## config.mk

```make
export PLATFORM = sky130hd
export DESIGN_NAME = ahb_region_decoder
export DESIGN_NICKNAME = d
export VERILOG_FILES = /design/src/rtl/ahb_region_decoder_pkg.sv /design/src/rtl/region_match.sv /design/src/rtl/priority_pick.sv /design/src/rtl/error_responder.sv /design/src/rtl/ahb_region_decoder.sv
export SDC_FILE = /design/constraint.sdc
export NUM_CORES = 1
export LEC_CHECK = 0
export BUFFER_PORTS_ARGS = -buffer_cell sky130_fd_sc_hd__clkbuf_2
export CAP_MARGIN = 15
export CORE_AREA = 2 2 39 41
export CTS_CLUSTER_SIZE = 14
export DETAILED_ROUTE_END_ITERATION = 7
export DIE_AREA = 0 0 41 43
export GPL_ROUTABILITY_DRIVEN = 0
export HOLD_SLACK_MARGIN = 0.15
export SYNTH_ARGS = -nofsm -noshare
export SYNTH_HDL_FRONTEND = slang
export SYNTH_SLANG_ARGS = --single-unit
```

## constraint.sdc

```tcl
create_clock -name clk -period 1.1 [get_ports clk]
set_input_delay 0.055 -clock clk [delete_from_list [all_inputs] [get_ports clk]]
set_output_delay 0.055 -clock clk [all_outputs]
set_load 0.05 [all_outputs]
```

## src/rtl/ahb_region_decoder_pkg.sv

```systemverilog
`timescale 1ns/1ps
package ahb_region_decoder_pkg;

  localparam int MAX_ADDR_W = 64;

  localparam logic [1:0] TR_IDLE   = 2'b00;
  localparam logic [1:0] TR_BUSY   = 2'b01;
  localparam logic [1:0] TR_NONSEQ = 2'b10;
  localparam logic [1:0] TR_SEQ    = 2'b11;

  typedef enum logic [1:0] {
    RSP_OKAY  = 2'd0,
    RSP_WAIT  = 2'd1,
    RSP_FINAL = 2'd2
  } rsp_state_t;

  // Constant mask keeping address bits at positions >= low_bits
  function automatic logic [MAX_ADDR_W-1:0] upper_mask(input int low_bits);
    logic [MAX_ADDR_W-1:0] m;
    for (int i = 0; i < MAX_ADDR_W; i++) begin
      m[i] = (i >= low_bits);
    end
    return m;
  endfunction

endpackage

```

## src/rtl/region_match.sv

```systemverilog
`timescale 1ns/1ps
module region_match #(
  parameter int                ADDR_W   = 16,
  parameter logic [ADDR_W-1:0] BASE     = '0,
  parameter int                LOW_BITS = 12
) (
  input  logic [ADDR_W-1:0] addr,
  output logic              hit
);
  import ahb_region_decoder_pkg::*;

  localparam logic [MAX_ADDR_W-1:0] FULL_MASK = upper_mask(LOW_BITS);
  localparam logic [ADDR_W-1:0]     KEEP      = FULL_MASK[ADDR_W-1:0];

  // equality on the kept upper bits only; no arithmetic
  always_comb begin
    hit = (((addr ^ BASE) & KEEP) == '0);
  end

endmodule

```

## src/rtl/priority_pick.sv

```systemverilog
`timescale 1ns/1ps
module priority_pick #(
  parameter int N = 4
) (
  input  logic [N-1:0] req,
  output logic [N-1:0] grant,
  output logic         any
);
  logic [N:0] taken;

  assign taken[0] = 1'b0;

  generate
    for (genvar k = 0; k < N; k++) begin : g_chain
      assign grant[k]   = req[k] & ~taken[k];
      assign taken[k+1] = taken[k] | req[k];
    end
  endgenerate

  assign any = taken[N];

endmodule

```

## src/rtl/error_responder.sv

```systemverilog
`timescale 1ns/1ps
module error_responder (
  input  logic clk,
  input  logic rst,
  input  logic sel,
  input  logic active_xfer,
  input  logic hready,
  output logic hreadyout,
  output logic hresp
);
  import ahb_region_decoder_pkg::*;

  rsp_state_t state_q, state_d;
  logic       take;

  // address phase is taken only when the bus is ready
  assign take = sel & hready & active_xfer;

  always_comb begin
    state_d = state_q;
    case (state_q)
      RSP_OKAY:  state_d = take ? RSP_WAIT : RSP_OKAY;
      RSP_WAIT:  state_d = RSP_FINAL;
      RSP_FINAL: state_d = take ? RSP_WAIT : RSP_OKAY;
      default:   state_d = RSP_OKAY;
    endcase
  end

  always_ff @(posedge clk) begin
    if (rst) begin
      state_q   <= RSP_OKAY;
      hreadyout <= 1'b1;
      hresp     <= 1'b0;
    end else begin
      state_q   <= state_d;
      hreadyout <= (state_d != RSP_WAIT);
      hresp     <= (state_d != RSP_OKAY);
    end
  end

endmodule

```

## src/rtl/ahb_region_decoder.sv

```systemverilog
`timescale 1ns/1ps
module ahb_region_decoder #(
  parameter int                             ADDR_W      = 16,
  parameter int                             NUM_SLV     = 4,
  parameter logic [NUM_SLV-1:0][ADDR_W-1:0] START_ADDRS = {16'h8000, 16'h4000, 16'h1000, 16'h0000},
  parameter logic [NUM_SLV-1:0][7:0]        LOW_BITS    = {8'd14, 8'd13, 8'd12, 8'd12}
) (
  input  logic               clk,
  input  logic               rst,
  input  logic [ADDR_W-1:0]  haddr,
  input  logic [1:0]         htrans,
  input  logic               hready,
  output logic [NUM_SLV-1:0] hsel,
  output logic               hsel_dflt,
  output logic               dflt_hreadyout,
  output logic               dflt_hresp
);
  import ahb_region_decoder_pkg::*;

  logic [NUM_SLV-1:0] raw_hit;
  logic               any_hit;

  generate
    for (genvar k = 0; k < NUM_SLV; k++) begin : g_region
      region_match #(
        .ADDR_W  (ADDR_W),
        .BASE    (START_ADDRS[k]),
        .LOW_BITS(int'(LOW_BITS[k]))
      ) u_match (
        .addr(haddr),
        .hit (raw_hit[k])
      );
    end
  endgenerate

  priority_pick #(.N(NUM_SLV)) u_pick (
    .req  (raw_hit),
    .grant(hsel),
    .any  (any_hit)
  );

  assign hsel_dflt = ~any_hit & (htrans != TR_IDLE);

  error_responder u_err (
    .clk        (clk),
    .rst        (rst),
    .sel        (hsel_dflt),
    .active_xfer(htrans[1]),
    .hready     (hready),
    .hreadyout  (dflt_hreadyout),
    .hresp      (dflt_hresp)
  );

endmodule

```

Word-level counts from Yosys, hierarchy flattened. Cells that the tools add are included.

$add $sub $neg: 0. Multipliers: 0. Div/mod/pow operators: 0. $lt $le $gt $ge: 0. Eq/ne operators: 3. Shift-type cells: 0. Multiplexer cells: 2. Bitwise operators: 16. Reductions and logical operators: 8.

Operator list (count): zero test 16 bit (4); NOT 1 bit (7); AND 1 bit (6); one-hot mux 2 bit (2 select lines) (1); nonzero test 2 bit (2); OR 1 bit (3); equality test 2 x 1 -> 1 bit, second input constant (1); equality test 2 bit, second input constant (1); zero test 2 bit (1); != test 2 x 1 -> 1 bit, second input constant (1); OR reduction 2 bit (1); 2-to-1 mux 1 bit (1).

Register bits: 4. Latch bits: 0. Bits in writable memories: 0. ROM bits: 0. Input port bits: 21. Output and inout port bits: 7. Word-level logic and storage cells: 32. Memories: 0.

Longest topological paths before layout.
Depth in word-level cells: 12. Depth in mapped cells: 2. Depth with buffers taken out: 2.

Modules after synthesis. A second synthesis with hierarchy kept.

Cell total of the unflattened synthesis: 20. Area, all modules: 230.2 um2.

Modules (own cells, without submodules): error_responder (instances 1, cells each 10, area each 128.9 um2, sequential area each 80.1 um2); priority_pick (instances 1, cells each 5, area each 37.5 um2, sequential area each 0.0 um2); region_match (g_region[0].u_match ...) (instances 2, cells each 1, area each 12.5 um2, sequential area each 0.0 um2); region_match (g_region[1].u_match) (instances 1, cells each 1, area each 15.0 um2, sequential area each 0.0 um2); region_match (g_region[3].u_match) (instances 1, cells each 1, area each 13.8 um2, sequential area each 0.0 um2); ahb_region_decoder (instances 1, cells each 1, area each 10.0 um2, sequential area each 0.0 um2).

Least setup slack after synthesis. No wires, ideal clock.

Path type: input port to output port. Start point: input port haddr[13]. End point: output port hsel[1]. Arrival: 1712 ps. Data required time: 1045 ps. Slack: -667 ps. Cell stages on the path: 1. Buffers on the path: 0. Cell sequence: nor4b_1.

Word-level cells in the longest chain between the ends: 3. Elaborated cells on any way between the ends: 4. Classes of those cells: bitwise: 2; reduce/logical: 2.

Ends and longest elaborated chain: start, declared (RTL line ahb_region_decoder.sv:10) `input logic [ADDR_W-1:0] haddr,`; zero test 16 bit (RTL line region_match.sv:17) `hit = (((addr ^ BASE) & KEEP) == '0);`; NOT 1 bit (RTL line priority_pick.sv:15) `assign grant[k] = req[k] & ~taken[k];`; AND 1 bit * (RTL line priority_pick.sv:15); end, declared (RTL line ahb_region_decoder.sv:13) `output logic [NUM_SLV-1:0] hsel,`.

Mark *: on every way between the ends. The rest lies on a longest branch, timed or not.

Worst setup path in the final report.
Start point: input port rst. End point: register u_err.hreadyout.

RTL lines: start, declared (RTL line ahb_region_decoder.sv:9) `input logic rst,`; end signal, assigned (RTL line error_responder.sv:36) `hreadyout <= (state_d != RSP_WAIT);`; end, declared (RTL line error_responder.sv:8) `output logic hreadyout,`.

No word-level cell between the ends.

==> results.txt <==
cell family contributing the most delay on the critical path: buffers and inverters
Synth Warn #: 0
largest net degree at the start of global routing: 6
status: finished, final reports clean
Syn Area/Cell: 9.59 um^2
CP bufs+invs: 1
IO Count: 28
crit path DAT: 1.14 ns
Startpoint Class: input port
vias per inst: 3.75
DRC viols: 0
vias in the first global route: 173
CP max stage delay: 0.58 ns
Final Skew: 0.000173 ns
CTS root buf: clkbuf_4
power per cell area: 1340 nW/um^2
dpl cell area: 272 um^2
PnR worst setup slack: 0.0672 ns
CTS Sinks: 4
Worst Tran Pin Value: 0.295 ns
via count: 199
R2R setup slack: 0.15 ns
Num CTS Buffers: 3
Max Clk Rate: 968 MHz
minimum clock period after layout: 1.03 ns
Hold Crit Depth: 3
H-tree levels: 1
antenna violations before repair: 0
full die area: 1760 um^2
DRT iter0 DRCs: 0
fin cells: 53
row cnt: 14
Hold Path Class: in -> reg
Hold WS: 0.336 ns
Diodes inserted: 0
Slew headroom: 0.798
cell chain of the critical path: dlygate4sd3_1 -> or4_1
synth top area cells: dfxtp_1 46%, nor4_1 7.2%, mux2i_1 5.8%, nor4b_1 5.1%, o41ai_1 5.1%
Wirelength per Cell: 7.85 um
Slew Limit Fails: 0
Crit Path Max Fanout: 4
drt first pass iters: 1
Slowest-stage cell, CP: dlygate4sd3_1
Initial Util: 0.125
worst r2r src: u_err.state_q[0]$_SDFF_PP0_
CP Launch Point: rst
setup TNS: 0 ns
Placement Setup Slack: 0.125 ns
Syn Inst Count: 18
Leakage Power: 0.154 nW
dpl cells: 48
share of post-route cells with drive strength above 1: 0.541
Layout area overhead: 86.2%
critical path type: in -> reg
Synth area leader: dfxtp_1
total core area: 1380 um^2
number of library cell types mapped by synthesis: 13
top cell type's share of synthesized area: 0.464
WL final: 416 um
gr usage total: 0.0681
first-pass GRT wire length: 662 um
Tcrit/Tclk final: 0.939
antenna-violating nets left: 0
CTS tree: built
worst setup path end: u_err.hreadyout$_SDFF_PP1_
# nets final: 60
Die Span X: 41 um
reg2reg path depth: 1
CTS max path bufs: 2
RSZ-0062 raised after global routing: false
Final Hold Vio Count: 0
hpwl dp: 332 um
syn_nets: 39
final setup vio count: 0
CP Depth: 2
die height: 43 um
clk slew on worst S/H paths: 0.04 ns
RR Endpoint: u_err.hreadyout$_SDFF_PP1_
Crit. End Element: flip-flop
Post-CTS Setup Inserts: 0
final instance area: 322 um^2
required time worst endpoint: 1.20 ns
PortBufs: 15
Max VDD drop: 0.000219 V
Max-cap violations: 0
synthesized cell area: 173 um^2
sequential element share of the synthesized area: 0.464
GR Overflow Total: 0
Clk Latency, worst-skew pair: 0.23 ns
FF+latch count, synth: 4
layout make-up:
| type | instances | area [um^2] |
|---|---|---|
| flip-flops and latches | 4 | 80.1 |
| fillers | 157 | 1060 |
| inverters | 1 | 3.75 |
| multi-input cells | 12 | 95.1 |
| repair buffers | 17 | 100 |
| clock buffers | 3 | 22.5 |
| well taps | 16 | 20.0 |
worst min-delay path by stage:
stage	from	end
2_1_floorplan	rst	u_err.state_q[0]$_SDFF_PP0_
3_5_place_dp	rst	u_err.state_q[0]$_SDFF_PP0_
3_3_place_gp	rst	u_err.state_q[0]$_SDFF_PP0_
6_report	haddr[13]	u_err.state_q[0]$_SDFF_PP0_
4_1_cts	haddr[13]	u_err.state_q[0]$_SDFF_PP0_
5_1_grt	haddr[13]	u_err.state_q[0]$_SDFF_PP0_
cells in the mapped netlist:
cell type,number
dfxtp_1,4
nor4b_1,1
nand2_1,1
nor4_1,2
nor3b_1,1
mux2i_1,1
or3b_1,1
or4_1,1
inv_1,1
o41ai_1,1
nor2b_1,1
buf_4,1
nor2_1,2
where the power goes:
part	switching, mW	internal (mW)
registers	0.00147	0.150
clock network	0.0586	0.122
logic	0.0647	0.0330
total	0.125	0.305
cells in the final DEF (no fill, tap or decap):
| cell | instances |
|---|---|
| clkbuf_2 | 14 |
| clkbuf_4 | 3 |
| dfxtp_1 | 4 |
| dlygate4sd3_1 | 3 |
| inv_1 | 1 |
| mux2i_1 | 1 |
| nand2_2 | 1 |
| nor2_1 | 2 |
| nor2b_1 | 1 |
| nor3b_2 | 1 |
| nor4_1 | 2 |
| nor4b_2 | 1 |
| o41ai_1 | 1 |
| or3b_1 | 1 |
| or4_1 | 1 |
sequential cells by signal, indices dropped and copies added, names as in the netlist:
signal	cells
u_err.hreadyout	1
u_err.hresp	1
u_err.state_q	2
layer usage:
metal | global-route usage | share of wire
met2 | 0.0781 | 0.45
met5 | 0 | 0
met4 | 0.120 | 0.048
met1 | 0.0605 | 0.38
met3 | 0.0314 | 0.12
through the flow:
step                      power (mW)  utilization
after floorplan                0.212            -
after global placement         0.245        0.196
after detailed placement       0.246        0.196
after CTS                      0.445        0.234
after global routing           0.462        0.232
final                          0.430        0.232
cell families (layout without fill, tap and decap cells):
group                  count (synthesis)  in the layout  synth area share
AOI/OAI and AO/OA                      1              1            0.0507
buffers and inverters                  2             21            0.0652
DFF                                    4              4             0.464
muxes                                  1              1            0.0580
and+or+nand+nor                       10             10             0.362
timing repair:
item	in CTS	in global routing
resized for setup	0	1
hold endpoints to repair	4	0
setup endpoints to repair	0	1
hold buffers	3	0
Note: power is estimated with default switching activity, not from simulation.
